===== config.mk =====
export PLATFORM = sky130hd
export DESIGN_NAME = ptw_top
export DESIGN_NICKNAME = d
export VERILOG_FILES = /design/src/rtl/ptw_pkg.sv /design/src/rtl/ptw_regs.sv /design/src/rtl/ptw_addr.sv /design/src/rtl/ptw_ctrl.sv /design/src/rtl/ptw_top.sv
export SDC_FILE = /design/constraint.sdc
export NUM_CORES = 1
export LEC_CHECK = 0
export BUFFER_PORTS_ARGS = -buffer_cell sky130_fd_sc_hd__buf_2
export CORE_ASPECT_RATIO = 1.75
export CORE_MARGIN = 2
export CORE_UTILIZATION = 43
export DETAILED_ROUTE_END_ITERATION = 7
export PLACE_DENSITY = 0.71
export SYNTH_ARGS = -nofsm -noshare
export SYNTH_HDL_FRONTEND = slang
export SYNTH_SLANG_ARGS = --single-unit
export TNS_END_PERCENT = 100

===== constraint.sdc =====
create_clock -name clk_i -period 3.79 [get_ports clk_i]
set_input_delay 0 -clock clk_i [delete_from_list [all_inputs] [get_ports clk_i]]
set_output_delay 0 -clock clk_i [all_outputs]
set_load 0.01 [all_outputs]

===== src/rtl/ptw_pkg.sv =====
package ptw_pkg;
  localparam int DW        = 32;
  localparam int VA_W      = 32;
  localparam int TBL_SHIFT = 4;
  localparam int PA_W      = DW + TBL_SHIFT;
  localparam int CFG_AW    = 11;
  localparam int LVL_W     = 2;
  localparam logic [LVL_W-1:0] LAST_LVL = 2'd3;

  // low bit of the VA offset kept by a leaf / index lsb at each level
  localparam int LVL_LSB [4] = '{32, 24, 18, 12};
  localparam int LVL_IDX [4] = '{8, 8, 6, 6};

  localparam int BIT_REF = 5;
  localparam int BIT_MOD = 6;

  typedef enum logic [1:0] {
    ET_INV  = 2'd0,
    ET_PTR  = 2'd1,
    ET_LEAF = 2'd2,
    ET_ALT  = 2'd3
  } etype_e;

  typedef enum logic [1:0] {
    FT_NONE    = 2'd0,
    FT_INVALID = 2'd1,
    FT_DEPTH   = 2'd2
  } ftype_e;

  localparam logic [CFG_AW-1:0] OFS_CTRL = 11'h000;
  localparam logic [CFG_AW-1:0] OFS_TPTR = 11'h100;
  localparam logic [CFG_AW-1:0] OFS_CTX  = 11'h200;
  localparam logic [CFG_AW-1:0] OFS_FSR  = 11'h300;
  localparam logic [CFG_AW-1:0] OFS_FAR  = 11'h400;
endpackage


===== src/rtl/ptw_regs.sv =====
module ptw_regs
  import ptw_pkg::*;
#(
  parameter int CTX_W = 8
) (
  input  logic                    clk_i,
  input  logic                    rst_ni,
  input  logic                    cfg_we_i,
  input  logic [CFG_AW-1:0]       cfg_addr_i,
  input  logic [DW-1:0]           cfg_wdata_i,
  output logic [DW-1:0]           cfg_rdata_o,
  input  logic                    fault_we_i,
  input  logic [2*LVL_W-1:0]      fault_status_i,
  input  logic [VA_W-1:0]         fault_addr_i,
  output logic                    enable_o,
  output logic [DW-1:0]           tptr_o,
  output logic [CTX_W-1:0]        ctx_o
);
  logic                   en_q;
  logic [DW-1:TBL_SHIFT]  tptr_q;
  logic [CTX_W-1:0]       ctx_q;
  logic [2*LVL_W-1:0]     fsr_q;
  logic [VA_W-1:0]        far_q;

  always_ff @(posedge clk_i or negedge rst_ni) begin
    if (!rst_ni) begin
      en_q   <= 1'b0;
      tptr_q <= '0;
      ctx_q  <= '0;
      fsr_q  <= '0;
      far_q  <= '0;
    end else begin
      if (cfg_we_i) begin
        unique case (cfg_addr_i)
          OFS_CTRL: en_q   <= cfg_wdata_i[0];
          OFS_TPTR: tptr_q <= cfg_wdata_i[DW-1:TBL_SHIFT];
          OFS_CTX:  ctx_q  <= cfg_wdata_i[CTX_W-1:0];
          default: ;
        endcase
      end
      if (fault_we_i) begin
        fsr_q <= fault_status_i;
        far_q <= fault_addr_i;
      end
    end
  end

  always_comb begin
    unique case (cfg_addr_i)
      OFS_CTRL: cfg_rdata_o = DW'(en_q);
      OFS_TPTR: cfg_rdata_o = {tptr_q, {TBL_SHIFT{1'b0}}};
      OFS_CTX:  cfg_rdata_o = DW'(ctx_q);
      OFS_FSR:  cfg_rdata_o = DW'(fsr_q);
      OFS_FAR:  cfg_rdata_o = far_q;
      default:  cfg_rdata_o = '0;
    endcase
  end

  assign enable_o = en_q;
  assign tptr_o   = {tptr_q, {TBL_SHIFT{1'b0}}};
  assign ctx_o    = ctx_q;

  // software cannot overwrite fault state
  p_ro_fault_r2: assert property (@(posedge clk_i) disable iff (!rst_ni)
    (cfg_we_i && !fault_we_i && (cfg_addr_i == OFS_FSR || cfg_addr_i == OFS_FAR))
    |=> ($stable(fsr_q) && $stable(far_q)));
endmodule


===== src/rtl/ptw_addr.sv =====
module ptw_addr
  import ptw_pkg::*;
#(
  parameter int CTX_W = 8
) (
  input  logic [LVL_W-1:0] lvl_i,
  input  logic [VA_W-1:0]  va_i,
  input  logic [DW-1:0]    tptr_i,
  input  logic [CTX_W-1:0] ctx_i,
  input  logic [DW-1:0]    ptr_i,
  input  logic [DW-1:0]    pte_i,
  output logic [PA_W-1:0]  fetch_addr_o,
  output logic [PA_W-1:0]  paddr_o
);
  localparam int IDX_MAX = 8;

  logic [IDX_MAX-1:0] idx [4];
  logic [PA_W-1:0]    ctx_base, ptr_base, leaf_base, keep_mask, tbl_base;

  assign idx[0] = IDX_MAX'(ctx_i);
  for (genvar lv = 1; lv < 4; lv++) begin : g_idx
    assign idx[lv] = IDX_MAX'(va_i[LVL_LSB[lv] +: LVL_IDX[lv]]);
  end

  assign ctx_base  = {tptr_i[DW-1:TBL_SHIFT], {2*TBL_SHIFT{1'b0}}};
  assign ptr_base  = {ptr_i[DW-1:TBL_SHIFT], {2*TBL_SHIFT{1'b0}}};
  assign leaf_base = {pte_i[DW-1:8], 12'h000};

  always_comb begin
    tbl_base     = (lvl_i == '0) ? ctx_base : ptr_base;
    fetch_addr_o = tbl_base + PA_W'({idx[lvl_i], 2'b00});
    keep_mask    = (PA_W'(1) << LVL_LSB[lvl_i]) - PA_W'(1);
    paddr_o      = (leaf_base & ~keep_mask) | (PA_W'(va_i) & keep_mask);
  end
endmodule


===== src/rtl/ptw_ctrl.sv =====
module ptw_ctrl
  import ptw_pkg::*;
(
  input  logic               clk_i,
  input  logic               rst_ni,
  input  logic               enable_i,
  input  logic               req_valid_i,
  input  logic [VA_W-1:0]    req_vaddr_i,
  input  logic               req_write_i,
  output logic               req_ready_o,
  output logic               mem_req_o,
  output logic               mem_we_o,
  output logic [DW-1:0]      mem_wdata_o,
  input  logic               mem_ack_i,
  input  logic [DW-1:0]      mem_rdata_i,
  output logic [LVL_W-1:0]   lvl_o,
  output logic [VA_W-1:0]    va_o,
  output logic [DW-1:0]      ptr_o,
  output logic [DW-1:0]      pte_o,
  input  logic [PA_W-1:0]    pa_i,
  output logic               resp_valid_o,
  output logic               resp_fault_o,
  output logic [PA_W-1:0]    resp_paddr_o,
  output logic [7:0]         resp_attr_o,
  output logic               fault_we_o,
  output logic [2*LVL_W-1:0] fault_status_o
);
  typedef enum logic [1:0] {S_IDLE, S_FETCH, S_UPD} st_e;

  st_e              st_q;
  logic [LVL_W-1:0] lvl_q;
  logic [VA_W-1:0]  va_q;
  logic             wr_q;
  logic [DW-1:0]    ptr_q, pte_q;
  logic             rv_q, rf_q;
  logic [PA_W-1:0]  rpa_q;
  logic [7:0]       rat_q;

  etype_e        et;
  logic          need_upd;
  logic [DW-1:0] upd_pte;
  ftype_e        ftype;

  assign et       = etype_e'(mem_rdata_i[1:0]);
  assign need_upd = !mem_rdata_i[BIT_REF] || (wr_q && !mem_rdata_i[BIT_MOD]);
  assign upd_pte  = mem_rdata_i | (DW'(1) << BIT_REF) | (wr_q ? (DW'(1) << BIT_MOD) : '0);

  always_comb begin
    ftype = FT_NONE;
    if (st_q == S_FETCH && mem_ack_i) begin
      if (et == ET_INV) ftype = FT_INVALID;
      else if (et == ET_PTR && lvl_q == LAST_LVL) ftype = FT_DEPTH;
    end
  end

  assign fault_we_o     = (ftype != FT_NONE);
  assign fault_status_o = {lvl_q, ftype};

  always_ff @(posedge clk_i or negedge rst_ni) begin
    if (!rst_ni) begin
      st_q  <= S_IDLE;
      lvl_q <= '0;
      va_q  <= '0;
      wr_q  <= 1'b0;
      ptr_q <= '0;
      pte_q <= '0;
      rv_q  <= 1'b0;
      rf_q  <= 1'b0;
      rpa_q <= '0;
      rat_q <= '0;
    end else begin
      rv_q <= 1'b0;
      unique case (st_q)
        S_IDLE: if (req_valid_i) begin
          va_q <= req_vaddr_i;
          wr_q <= req_write_i;
          if (!enable_i) begin
            rv_q  <= 1'b1;
            rf_q  <= 1'b0;
            rpa_q <= PA_W'(req_vaddr_i);
            rat_q <= '0;
          end else begin
            lvl_q <= '0;
            st_q  <= S_FETCH;
          end
        end
        S_FETCH: if (mem_ack_i) begin
          if (ftype != FT_NONE) begin
            rv_q  <= 1'b1;
            rf_q  <= 1'b1;
            rpa_q <= '0;
            rat_q <= '0;
            st_q  <= S_IDLE;
          end else if (et == ET_PTR) begin
            ptr_q <= mem_rdata_i;
            lvl_q <= lvl_q + 1'b1;
          end else begin
            pte_q <= upd_pte;
            if (need_upd) begin
              st_q <= S_UPD;
            end else begin
              rv_q  <= 1'b1;
              rf_q  <= 1'b0;
              rpa_q <= pa_i;
              rat_q <= mem_rdata_i[7:0];
              st_q  <= S_IDLE;
            end
          end
        end
        S_UPD: if (mem_ack_i) begin
          rv_q  <= 1'b1;
          rf_q  <= 1'b0;
          rpa_q <= pa_i;
          rat_q <= pte_q[7:0];
          st_q  <= S_IDLE;
        end
        default: st_q <= S_IDLE;
      endcase
    end
  end

  assign req_ready_o  = (st_q == S_IDLE);
  assign mem_req_o    = (st_q != S_IDLE);
  assign mem_we_o     = (st_q == S_UPD);
  assign mem_wdata_o  = pte_q;
  assign lvl_o        = lvl_q;
  assign va_o         = va_q;
  assign ptr_o        = ptr_q;
  assign pte_o        = (st_q == S_FETCH) ? mem_rdata_i : pte_q;
  assign resp_valid_o = rv_q;
  assign resp_fault_o = rf_q;
  assign resp_paddr_o = rpa_q;
  assign resp_attr_o  = rat_q;

  p_wb_sets_ref_r9: assert property (@(posedge clk_i) disable iff (!rst_ni)
    (mem_req_o && mem_we_o) |-> mem_wdata_o[BIT_REF]);

  p_fault_blank_r7: assert property (@(posedge clk_i) disable iff (!rst_ni)
    (resp_valid_o && resp_fault_o) |-> (resp_paddr_o == '0 && resp_attr_o == '0));

  p_bypass_r3: assert property (@(posedge clk_i) disable iff (!rst_ni)
    (req_valid_i && req_ready_o && !enable_i) |=>
      (resp_valid_o && !resp_fault_o && resp_paddr_o == PA_W'($past(req_vaddr_i))));

  p_resp_cause_r11: assert property (@(posedge clk_i) disable iff (!rst_ni)
    resp_valid_o |-> ($past(mem_ack_i && mem_req_o) || $past(req_valid_i && req_ready_o && !enable_i)));
endmodule


===== src/rtl/ptw_top.sv =====
module ptw_top
  import ptw_pkg::*;
#(
  parameter int CTX_W = 8
) (
  input  logic              clk_i,
  input  logic              rst_ni,
  input  logic              cfg_we_i,
  input  logic [10:0]       cfg_addr_i,
  input  logic [31:0]       cfg_wdata_i,
  output logic [31:0]       cfg_rdata_o,
  input  logic              req_valid_i,
  input  logic [31:0]       req_vaddr_i,
  input  logic              req_write_i,
  output logic              req_ready_o,
  output logic              resp_valid_o,
  output logic              resp_fault_o,
  output logic [35:0]       resp_paddr_o,
  output logic [7:0]        resp_attr_o,
  output logic              mem_req_o,
  output logic              mem_we_o,
  output logic [35:0]       mem_addr_o,
  output logic [31:0]       mem_wdata_o,
  input  logic              mem_ack_i,
  input  logic [31:0]       mem_rdata_i
);
  logic                 enable;
  logic [DW-1:0]        tptr;
  logic [CTX_W-1:0]     ctx;
  logic                 fault_we;
  logic [2*LVL_W-1:0]   fault_status;
  logic [LVL_W-1:0]     lvl;
  logic [VA_W-1:0]      va;
  logic [DW-1:0]        ptr, pte;
  logic [PA_W-1:0]      pa;

  ptw_regs #(.CTX_W(CTX_W)) i_regs (
    .clk_i, .rst_ni, .cfg_we_i, .cfg_addr_i, .cfg_wdata_i, .cfg_rdata_o,
    .fault_we_i(fault_we), .fault_status_i(fault_status), .fault_addr_i(va),
    .enable_o(enable), .tptr_o(tptr), .ctx_o(ctx)
  );

  ptw_addr #(.CTX_W(CTX_W)) i_addr (
    .lvl_i(lvl), .va_i(va), .tptr_i(tptr), .ctx_i(ctx), .ptr_i(ptr), .pte_i(pte),
    .fetch_addr_o(mem_addr_o), .paddr_o(pa)
  );

  ptw_ctrl i_ctrl (
    .clk_i, .rst_ni, .enable_i(enable),
    .req_valid_i, .req_vaddr_i, .req_write_i, .req_ready_o,
    .mem_req_o, .mem_we_o, .mem_wdata_o, .mem_ack_i, .mem_rdata_i,
    .lvl_o(lvl), .va_o(va), .ptr_o(ptr), .pte_o(pte), .pa_i(pa),
    .resp_valid_o, .resp_fault_o, .resp_paddr_o, .resp_attr_o,
    .fault_we_o(fault_we), .fault_status_o(fault_status)
  );

  p_mem_hold_r12: assert property (@(posedge clk_i) disable iff (!rst_ni)
    (mem_req_o && !mem_ack_i) |=>
      (mem_req_o && $stable(mem_addr_o) && $stable(mem_we_o) && $stable(mem_wdata_o)));

  p_busy_no_req_r12: assert property (@(posedge clk_i) disable iff (!rst_ni)
    mem_req_o |-> !req_ready_o);
endmodule


# ---- Word level (Yosys, flattened, before mapping)
# Cells that the tools add are included.
dict set report totals {
  regBits 220
  latch_bits 0
  mem_bits_rw 0
  mem_bits_ro 0
  output_inout_bits 149
  wordCells 127
  n_memories 0
}
dict set report op_classes {
  add_sub_neg 3
  mul 0
  div_mod_pow 0
  n_lt_le_gt_ge 1
  n_eq_ne 17
  shift 1
  n_mux 59
  n_bitwise 8
  n_reduce_logical 23
}
# operator count
set op_table {}
lappend op_table {{two-way mux 36 bit} 8}
lappend op_table {{case mux 32 bit (5 select lines)} 1}
lappend op_table {{case mux 36 bit (3 select lines)} 1}
lappend op_table {{two-way mux 32 bit} 3}
lappend op_table {{two-way mux 8 bit} 9}
lappend op_table {{binary-select mux 32 bit (select 2 bit)} 1}
lappend op_table {{adder 36 x 10 -> 36 bit} 1}
lappend op_table {{AND 32 x 36 -> 36 bit} 1}
lappend op_table {{AND 36 bit} 1}
lappend op_table {{inverter 36 bit} 1}
lappend op_table {{OR 36 bit} 1}
lappend op_table {{left shift 1 x 32 -> 36 bit, first input constant} 1}
lappend op_table {{subtractor 36 x 2 -> 36 bit, second input constant} 1}
lappend op_table {{OR 32 bit} 1}
lappend op_table {{two-way mux 2 bit} 15}
lappend op_table {{case mux 8 bit (3 select lines)} 1}
lappend op_table {{== test 11 x 10 -> 1 bit, second input constant} 2}
lappend op_table {{binary-select mux 8 bit (select 2 bit)} 1}
lappend op_table {{two-way mux 1 bit} 14}
lappend op_table {{== test 11 bit, second input constant} 1}
lappend op_table {{== test 11 x 9 -> 1 bit, second input constant} 1}
lappend op_table {{zero test 11 bit} 1}
lappend op_table {{!= test 2 bit, second input constant} 4}
lappend op_table {{AND reduction 2 bit} 4}
lappend op_table {{other kinds (22)} 37}

# ---- Depth between registers and ports, before layout
# Gate-level depths: netlist of run 1.
dict set report logic_depth {
  word_depth 14
  mapped_depth 16
}

# ---- Modules after synthesis
# From an unflattened synthesis of run 1, not the netlist that was laid out.
dict set report hier_totals {
  cells_unflattened 1098
  hier_area_um2 12639.6
}
# module n_inst cells_per_inst area_per_inst_um2
set modules_own_cells {}
lappend modules_own_cells {ptw_ctrl 1 603 7201.9}
lappend modules_own_cells {ptw_regs 1 265 3492.1}
lappend modules_own_cells {ptw_addr 1 230 1945.6}

# ---- Worst setup path before layout of run 1
# Ideal clock, no wire load.
dict set report synth_path {
  path_type {register to output}
  start {register i_ctrl.lvl_q[0], in the netlist i_ctrl.lvl_o[0]}
  end {output port mem_addr_o[29]}
  arrival_time_ps 4297
  setup_slack_ps -507
  path_stages_with_launch 17
  n_path_buf 6
  cell_sequence {dfrtp_1 buf_1 inv_1 ha_1 buf_6 clkbuf_8 clkbuf_1 buf_2 buf_2 mux2_2 ha_1 a21oi_1 or3_4 nor4_4 nand3_1 xor2_1 mux2i_1}
}
dict set report synth_via {
  elab_chain_len 5
  elab_cells_between_ends 7
}
# item line
set synth_lines {}
lappend synth_lines {{start: declaration} ptw_ctrl.sv:31} ;# logic [LVL_W-1:0] lvl_q;
lappend synth_lines {{start signal: assignment} ptw_ctrl.sv:96} ;# lvl_q <= lvl_q + 1'b1;
lappend synth_lines {{inverter 2 -> 3 bit (not written as such)} ptw_addr.sv:31} ;# fetch_addr_o = tbl_base + PA_W'({idx[lvl_i], 2'b00});
lappend synth_lines {{binary-select mux 8 bit (select 2 bit)} ptw_addr.sv:31}
lappend synth_lines {{two-way mux 8 bit (not written as such) (2 in a row)} ptw_addr.sv:31}
lappend synth_lines {{adder 36 x 10 -> 36 bit *} ptw_addr.sv:31}
lappend synth_lines {{end: declaration} ptw_top.sv:22} ;# output logic [35:0] mem_addr_o,
# Every way passes the cells marked *; elsewhere a longest branch is shown, timed or not. The select of a mux whose other input is x is not followed.

# ---- Final worst setup path of run 1
dict set report layout_path {
  start {register i_ctrl.lvl_q[1], in the netlist i_ctrl.lvl_o[1]}
  end {output port mem_addr_o[32]}
}
# The elaborated chain is that of the path after synthesis.

==> impl_metrics.env, run 1 <==
export IMPL_status="finished, final reports clean"
export IMPL_cp_max_fo=39
export IMPL_synthTopCellsByArea="dfrtp_1 (49%), mux2_2 (14%), nand2_1 (5.8%)"
export IMPL_grt_setup_unrepaired="false"
export IMPL_utilization_pct=57.3
export IMPL_grt_pass1_vias=9586
export IMPL_ys_ff_latch=216
export IMPL_crit_path_max_incr_delay_ns=0.43
export IMPL_avgViaCountPerCell=5.58
export IMPL_hold_start="cfg_we_i"
export IMPL_critPathLaunchType="flip-flop"
export IMPL_fin_crit_sh_pct=95.5
export IMPL_clock_latency_ns=0.52
export IMPL_critPathLaunch="i_ctrl.lvl_o[1]"
export IMPL_yosys_area_share_simple_pct=13.1
export IMPL_ios=262
export IMPL_row_count=77
export IMPL_die_h_um=216
export IMPL_die_width_um=125
export IMPL_num_vias=9454
export IMPL_tightest_slew_ns=0.800
export IMPL_instances_no_fill=1695
export IMPL_synth_edf_count=0
export IMPL_path_cells="inv_2 -> ha_4 -> buf_16 -> mux2_2 -> ha_1 -> fa_1 -> o21ai_2 -> nor4_4 -> buf_4 -> and2_0 -> a22oi_1 -> buf_2"
export IMPL_p_int_w=0.00657
export IMPL_critPathBufInv=4
export IMPL_place_ws_ns=0.308
export IMPL_synth_compound_area_share_pct=10.5
export IMPL_skew_ns=0.0217
export IMPL_drv_slew=0
export IMPL_placed_cells=1552
export IMPL_cts_tree="built"
export IMPL_crit_slowest_cell="fa_1"
export IMPL_ys_warn_count=0
export IMPL_syn_area_per_cell_um2=10.8
export IMPL_gp_congestion=0.929
export IMPL_clockBufferDepth=3
export IMPL_yosys_area_share_xor_xnor_pct=2.71
export IMPL_synth_common_cells="dfrtp_1 (216), nand2_1 (170), mux2_2 (137)"
export IMPL_grt_pass1_wl_mm=55.2
export IMPL_comb_power_share_pct=44.3
export IMPL_grt_overflow=0
export IMPL_ant_nets=0
export IMPL_synth_ff_type="dfrtp_1"
export IMPL_syn_area_um2=11000
export IMPL_power_frac_clock_pct=19.4
export IMPL_drive_above_1_share_pct=35.7
export IMPL_power_density_nw_per_um2=760
export IMPL_cts_root_buffer="clkbuf_16"
export IMPL_max_freq_mhz=276
export IMPL_async_reset_ff_share_pct=100
export IMPL_io_buffer_count=259
export IMPL_clk_pin_slew_ns=0.07
export IMPL_drt_initial_drc_count=680
export IMPL_grt_util_all_layers_pct=26.2
export IMPL_fillers=2121
export IMPL_antenna_found_initial=2
export IMPL_end_kind="output port"
export IMPL_area_growth_pct=31.6
export IMPL_cp_required_ns=3.79
export IMPL_p_sw_w=0.00442
export IMPL_crit_type="reg2out"
export IMPL_final_setup_tns_ns=0
export IMPL_p_leak_nw=7.01
export IMPL_maxCapViolations=0
export IMPL_synth_seq_area_share_pct=49.2
export IMPL_muxShareOfSynthArea_pct=19.4
export IMPL_synth_largest_area_cell="dfrtp_1"
export IMPL_crit_arrival_ns=3.62
export IMPL_core_area_um2=25200
export IMPL_p_seq_share_pct=36.3
export IMPL_setup_viol=0
export IMPL_numCtsBuffers=20
export IMPL_grt_max_degree=92
export IMPL_nets=1493
export IMPL_yosysMostFrequentCell="dfrtp_1"
export IMPL_cts_max_level=1
export IMPL_max_vdd_ir_drop_mv=0.407
export IMPL_post_drt_wl_per_cell_um=21.4
export IMPL_die_area_um2=26900
export IMPL_layout_setup_ws_ns=0.172
export IMPL_drt_total_wl_mm=36.3
export IMPL_critPathTopFamily="adder cells"
export IMPL_synth_cell_type_count=73
export IMPL_hpwl_mm=25.8
export IMPL_dr_pass1_iters=5
export IMPL_hold_path_class="in2reg"
export IMPL_hold_violations=0
export IMPL_start_util_pct=43.6
export IMPL_netSwitchingFraction_pct=40.2
export IMPL_clkSinkCount=216
export IMPL_synth_adder_area_share_pct=1.89
export IMPL_syn_inst=1015
export IMPL_r2r_start="i_ctrl.lvl_o[0]"
export IMPL_maxSlewHeadroom_pct=46.5
export IMPL_yosysTopAreaCellShare_pct=49.2
export IMPL_drc=0
export IMPL_synth_top_family_by_area="multiplexers"
export IMPL_layout_min_cycle_time_ns=3.62
-- cells in the final DEF (no fill, tap or decap), types with 5 or more instances in the layout --
cell / netlist / routed
mux2i_1: 46 / 46
xnor2_1: 13 / 13
xor2_1: 21 / 21
ha_1: 15 / 13
a32oi_1: 9 / 9
buf_2: 16 / 258
clkbuf_8: 1 / 5
a22oi_1: 11 / 11
nor2_1: 67 / 65
a222oi_1: 7 / 7
a21oi_1: 28 / 28
o31ai_1: 11 / 11
clkbuf_16: 0 / 22
a221oi_1: 17 / 17
nand3_1: 19 / 17
o21ai_0: 34 / 34
nand2b_1: 6 / 6
dlygate4sd3_1: 0 / 103
inv_1: 17 / 15
mux2_2: 137 / 137
dfrtp_1: 216 / 215
nor3_1: 7 / 6
nand3b_1: 5 / 5
mux4_2: 6 / 6
buf_4: 2 / 22
nand2_1: 170 / 170
a22o_1: 24 / 24
clkbuf_1: 37 / 5
-- logic make-up (layout without fill, tap and decap cells) --
logic type      count (synthesis)  after routing
simple gates                  315            315
xor+xnor                       34             34
flops                         216            216
fa+ha+maj                      16             16
compound gates                163            163
buf+inv                        81            442
other cells                     1              4
mux                           189            189
-- state kept, by name, summed over array words and instances, names as in the netlist, 2 cells and up --
name,cells
i_ctrl.lvl_o,2
i_ctrl.mem_wdata_o,32
i_ctrl.ptr_o,28
i_ctrl.resp_attr_o,8
i_ctrl.resp_paddr_o,36
i_ctrl.st_q,2
i_ctrl.va_o,32
i_regs.ctx_o,8
i_regs.far_q,32
i_regs.fsr_q,4
i_regs.tptr_q,28
-- final timing paths --
check,end,slack [ns],cells after the start
max,mem_addr_o[32],0.17,12
min,i_regs.ctx_o[4],0.02,3
max reg2reg,i_ctrl.resp_paddr_o[35],0.58,8
min reg2reg,i_regs.far_q[26],0.48,2
max in group asynchronous,i_ctrl.mem_wdata_o[30],2.57,3
min in group asynchronous,i_ctrl.mem_wdata_o[3],0.08,2
-- metal layers --
metal  up-vias  GRT usage (%)  routed length (um)
li1       4295              -                   -
met1      4677           31.3               13700
met2       394           46.6               19000
met3        88           2.80                1820
met4         0           13.7                1870
met5         -              0                   0
-- final cells by class --
cell class	instances	area [um^2]	area share (%)
flip-flops and latches	216	5410	37.3
multi-input cells	719	5300	36.6
repair buffers	389	2620	18.1
clock buffers	31	613	4.24
well taps	316	395	2.73
clock inverters	4	72.6	0.501
inverters	18	67.6	0.467
diodes	2	5.00	0.0346
-- tightest hold or removal path, delay by kind of cell --
kind,cells,cell delay [ns]
buf+inv,1,0.13
mux,1,0.19
simple gates,1,0.19
-- through the flow --
step / hold slack [ns] / area (um^2) / total power, W
final: 0.0170 / 14500 / 0.0110
after global routing: 0.00645 / 14500 / 0.0116
after CTS: 0.000148 / 14400 / 0.0109
after detailed placement: 0.0635 / 12700 / 0.00869
after global placement: 0.0560 / 12700 / 0.00858
after floorplan: -0.296 / 11000 / 0.00680
-- power by group through the flow --
stage / Clock [W] / Sequential [W] / Combinational [W]
after floorplan: 0 / 0.00390 / 0.00290
after global placement: 0 / 0.00398 / 0.00460
after detailed placement: 0 / 0.00401 / 0.00467
after CTS: 0.00218 / 0.00398 / 0.00479
after global routing: 0.00227 / 0.00409 / 0.00527
final: 0.00213 / 0.00399 / 0.00487
-- what timing repair did --
item | in CTS | in global routing
pin swaps | 1 | 2
setup buffers | 0 | 2
setup endpoints to repair | 8 | 8
gates resized for setup | 2 | 3
endpoints found under the hold margin | 267 | 0
hold buffers | 103 | 0
cloned | 0 | 1
No activity file was read; power rests on OpenSTA's default activity.
==> run 2: changes to the inputs <==
Settings changed: CAP_MARGIN set to 20, CORE_UTILIZATION 43 to 25, PLACE_DENSITY 0.71 to 0.45.
Clock period 3.79 ns to 4.63 ns, I/O delays scaled along.
==> impl_metrics.env, run 2 (synthesis results as in run 1) <==
export IMPL_die_width_um=163
export IMPL_drt_initial_drc_count=591
export IMPL_clkSinkCount=216
export IMPL_power_density_nw_per_um2=620
export IMPL_fillers=4465
export IMPL_ant_nets=0
export IMPL_skew_ns=0.0113
export IMPL_p_sw_w=0.00375
export IMPL_final_setup_tns_ns=0
export IMPL_netSwitchingFraction_pct=40.8
export IMPL_grt_pass1_wl_mm=62.2
export IMPL_grt_max_degree=90
export IMPL_area_growth_pct=34.6
export IMPL_end_kind="output port"
export IMPL_cts_max_level=1
export IMPL_fin_crit_sh_pct=91.2
export IMPL_numCtsBuffers=24
export IMPL_drc=0
export IMPL_crit_type="reg2out"
export IMPL_status="finished, final reports clean"
export IMPL_io_buffer_count=259
export IMPL_drt_total_wl_mm=42.3
export IMPL_dr_pass1_iters=5
export IMPL_core_area_um2=43500
export IMPL_die_h_um=281
export IMPL_layout_min_cycle_time_ns=4.22
export IMPL_grt_setup_unrepaired="false"
export IMPL_crit_arrival_ns=4.22
export IMPL_nets=1495
export IMPL_clk_pin_slew_ns=0.07
export IMPL_die_area_um2=45700
export IMPL_row_count=101
export IMPL_post_drt_wl_per_cell_um=21.7
export IMPL_layout_common_cells="buf_2 (258), dfrtp_1 (216), nand2_1 (170)"
export IMPL_clockBufferDepth=3
export IMPL_max_freq_mhz=237
export IMPL_hpwl_mm=31.7
export IMPL_critPathLaunchType="flip-flop"
export IMPL_power_frac_clock_pct=21.4
export IMPL_hold_violations=0
export IMPL_grt_pass1_vias=9633
export IMPL_start_util_pct=25.3
export IMPL_p_leak_nw=7.01
export IMPL_drv_slew=0
export IMPL_grt_util_all_layers_pct=18.2
export IMPL_whs_ns=0.0464
export IMPL_cp_max_fo=41
export IMPL_largest_reg_flops=36
export IMPL_cts_root_buffer="clkbuf_16"
export IMPL_seq_area_um2=5410
export IMPL_num_vias=9206
export IMPL_setup_viol=0
export IMPL_maxCapViolations=0
export IMPL_max_vdd_ir_drop_mv=0.292
export IMPL_final_common_cell="buf_2"
export IMPL_maxSlewHeadroom_pct=40.6
export IMPL_comb_power_share_pct=42.8
export IMPL_tightest_slew_ns=0.888
export IMPL_postCtsSetupBuffers=0
export IMPL_postPlaceCellArea_um2=12900
export IMPL_utilization_pct=34.1
export IMPL_place_ws_ns=0.968
export IMPL_p_int_w=0.00543
export IMPL_clock_latency_ns=0.53
export IMPL_p_seq_share_pct=35.9
export IMPL_layout_setup_ws_ns=0.407
export IMPL_avgViaCountPerCell=4.72
export IMPL_grt_overflow=0
export IMPL_antenna_found_initial=2
export IMPL_cp_required_ns=4.63
export IMPL_fin_area_um2=14800
export IMPL_gp_congestion=0.862
export IMPL_hold_path_class="in2async"
export IMPL_ios=262
export IMPL_drive_above_1_share_pct=35.7
export IMPL_multi_input_area_um2=5290
export IMPL_cts_tree="built"
run 2: worst max-delay path, stage by stage, from the launching register on:
cell and delay [ns]:
dfrtp_1 0.55, inv_1 0.27, ha_4 0.50, mux2_2 0.40
ha_1 0.21, fa_1 0.42, o21ai_1 0.32, nor4_2 0.07
buf_4 0.20, and2_0 0.26, nand3_1 0.14, xor2_1 0.14
buf_2 0.15
run 2: final cells by class:
class                   instances  area share (%)
flip-flops and latches        216            36.5
multi-input cells             719            35.7
repair buffers                387            17.1
clock buffers                  35            4.95
well taps                     566            4.78
clock inverters                 7           0.465
inverters                      18           0.456
diodes                          2          0.0338
run 2: worst paths after layout:
check / slack [ns] / startpoint / cells past startpoint / end
setup / recovery: 0.41 / i_ctrl.lvl_o[1] / 12 / mem_addr_o[34]
setup reg to reg: 1.32 / i_ctrl.lvl_o[1] / 9 / i_ctrl.resp_paddr_o[20]
min in group clk_i: 0.24 / cfg_wdata_i[15] / 3 / i_regs.tptr_q[15]
hold / removal: 0.05 / rst_ni / 2 / i_ctrl.mem_wdata_o[2]
max in group asynchronous: 3.37 / rst_ni / 3 / i_ctrl.ptr_o[13]
hold reg to reg: 0.48 / i_regs.fsr_q[0] / 1 / i_regs.fsr_q[0]
run 2: per-layer routing:
layer / up-vias / wire length (um) / global-route usage, %
met3: 50 / 1930 / 3.22
met5: - / 0 / 0
met4: 0 / 1210 / 5.42
li1: 4311 / - / -
met1: 4616 / 16600 / 20.9
met2: 229 / 22500 / 34.1
run 2: power groups by stage:
stage | Sequential [W] | Combinational (W) | Clock [W]
4_1_cts | 0.00330 | 0.00400 | 0.00203
3_3_place_gp | 0.00332 | 0.00388 | 0
5_1_grt | 0.00338 | 0.00432 | 0.00209
6_report | 0.00329 | 0.00393 | 0.00196
2_1_floorplan | 0.00319 | 0.00235 | 0
3_5_place_dp | 0.00333 | 0.00391 | 0
run 2: what timing repair did:
item / in CTS / in global routing
gates resized for setup: 0 / 0
hold buffers: 105 / 0
endpoints found under the hold margin: 263 / 0
run 2: per-stage QoR:
step	instances	power, W
floorplan	1016	0.00554
global route	1950	0.00980
global placement	1801	0.00720
finish	1950	0.00918
CTS	1948	0.00933
detailed placement	1801	0.00724
==> run 3: changes to the inputs <==
Settings changed: CORE_UTILIZATION 25 to 30, PLACE_DENSITY 0.45 to 0.52.
Clock period 4.63 ns to 4.8 ns, I/O delays scaled along.
==> impl_metrics.env, run 3 (synthesis results as in run 1) <==
export IMPL_r2r_cells=9
export IMPL_die_width_um=149
export IMPL_cts_root_buffer="clkbuf_16"
export IMPL_hold_depth=5
export IMPL_postCtsSetupBuffers=0
export IMPL_grt_util_all_layers_pct=20.6
export IMPL_final_setup_tns_ns=0
export IMPL_clkSinkCount=216
export IMPL_r2r_end="i_ctrl.resp_paddr_o[20]"
export IMPL_skew_ns=0.0143
export IMPL_nets=1488
export IMPL_maxCapViolations=0
export IMPL_grt_setup_unrepaired="false"
export IMPL_maxSlewHeadroom_pct=27.4
export IMPL_antenna_found_initial=1
export IMPL_whs_ns=0.0117
export IMPL_post_drt_wl_per_cell_um=21.6
export IMPL_die_area_um2=38300
export IMPL_io_buffer_count=259
export IMPL_num_vias=9368
export IMPL_worst_r2r_setup_slack_ns=1.26
export IMPL_drive_above_1_share_pct=35.5
export IMPL_critPathLaunchType="flip-flop"
export IMPL_clk_pin_slew_ns=0.07
export IMPL_clock_latency_ns=0.52
export IMPL_fillers=3549
export IMPL_avgViaCountPerCell=5.08
export IMPL_core_area_um2=36000
export IMPL_crit_arrival_ns=4.37
export IMPL_tightest_slew_ns=1.09
export IMPL_cp_max_fo=26
export IMPL_drt_initial_drc_count=440
export IMPL_drt_total_wl_mm=39.8
export IMPL_cp_required_ns=4.80
export IMPL_ios=262
export IMPL_max_vdd_ir_drop_mv=0.270
export IMPL_hold_violations=0
export IMPL_fin_area_um2=14600
export IMPL_instances_no_fill=1844
export IMPL_die_h_um=257
export IMPL_placed_cells=1703
export IMPL_r2r_start="i_ctrl.lvl_o[1]"
export IMPL_place_ws_ns=0.934
export IMPL_p_leak_nw=6.97
export IMPL_fin_crit_sh_pct=91.0
export IMPL_dr_pass1_iters=5
export IMPL_power_density_nw_per_um2=603
export IMPL_clockBufferDepth=3
export IMPL_drc=0
export IMPL_postPlaceCellArea_um2=12800
export IMPL_area_growth_pct=33.0
export IMPL_max_freq_mhz=229
export IMPL_row_count=92
export IMPL_cts_max_level=1
export IMPL_grt_pass1_wl_mm=59.8
export IMPL_cts_tree="built"
export IMPL_grt_max_degree=123
export IMPL_grt_pass1_vias=9704
export IMPL_gp_congestion=0.873
export IMPL_crit_type="reg2out"
export IMPL_hpwl_mm=29.4
export IMPL_min_to="i_ctrl.st_q[1]"
export IMPL_numCtsBuffers=22
export IMPL_drv_slew=0
export IMPL_layout_min_cycle_time_ns=4.37
export IMPL_layout_common_cells="buf_2 (258), dfrtp_1 (216), nand2_1 (170)"
export IMPL_grt_overflow=0
export IMPL_largest_reg_flops=36
export IMPL_layout_setup_ws_ns=0.434
export IMPL_start_util_pct=30.5
export IMPL_status="finished, final reports clean"
export IMPL_ant_nets=0
export IMPL_hold_start="req_valid_i"
export IMPL_hold_path_class="in2reg"
export IMPL_end_kind="output port"
export IMPL_final_common_cell="buf_2"
export IMPL_setup_viol=0
run 3: timing repair:
| item | CTS | global route |
|---|---|---|
| hold buffers | 102 | 0 |
| resized for setup | 0 | 0 |
| endpoints found under the hold margin | 269 | 0 |
run 3: layer usage:
metal | wire length [um] | up-vias | global-route usage [%] | share of wire [%]
li1 | - | 4304 | - | -
met1 | 15400 | 4728 | 23.8 | 39
met2 | 21300 | 263 | 38.2 | 53
met3 | 1620 | 73 | 2.59 | 4.1
met4 | 1500 | 0 | 7.65 | 3.8
met5 | 0 | - | 0 | 0
run 3: worst max-delay path: stages (launching register included):
cell and delay (ns):
dfrtp_1 0.55, inv_1 0.23, ha_2 0.44, buf_4 0.38, mux2_2 0.22, ha_1 0.17, a21oi_1 0.10, or3_4 0.43
nor4_4 0.69, nand3_1 0.17, xor2_1 0.17, mux2i_1 0.13, buf_2 0.15
run 3: through the flow:
| stage | utilization (%) | total power [W] |
|---|---|---|
| global route | 40.6 | 0.00937 |
| CTS | 40.6 | 0.00891 |
| detailed placement | 35.6 | 0.00692 |
| floorplan | - | 0.00534 |
| finish | 40.6 | 0.00882 |
| global placement | 35.6 | 0.00686 |
run 3: final cells by class:
cell class | count | area, um^2 | share of cell area, %
antenna | 1 | 2.50 | 0.0171
clock buffer | 30 | 642 | 4.39
clock inverter | 8 | 143 | 0.975
inverter | 18 | 67.6 | 0.462
multi-input combinational | 719 | 5280 | 36.1
sequential | 216 | 5410 | 37.0
tap | 470 | 588 | 4.02
timing repair buffer | 382 | 2500 | 17.1
run 3: power breakdown:
group	internal, W	leakage, nW	switching, W
sequential	0.00253	2.69	0.000627
clock	0.00115	0.384	0.000756
combinational	0.00160	3.89	0.00215
total	0.00528	6.97	0.00353
run 3: worst max path at each step:
stage / startpoint / endpoint / slack, ns / cells past startpoint
4_1_cts: i_ctrl.lvl_o[1] / mem_addr_o[29] / 0.37 / 12
3_5_place_dp: i_ctrl.lvl_o[1] / mem_addr_o[29] / 0.93 / 12
5_1_grt: i_ctrl.lvl_o[1] / mem_addr_o[29] / 0.13 / 12
3_3_place_gp: i_ctrl.lvl_o[1] / mem_addr_o[29] / 0.98 / 12
6_report: i_ctrl.lvl_o[1] / mem_addr_o[29] / 0.43 / 12
2_1_floorplan: i_ctrl.lvl_o[0] / mem_addr_o[29] / 0.50 / 16
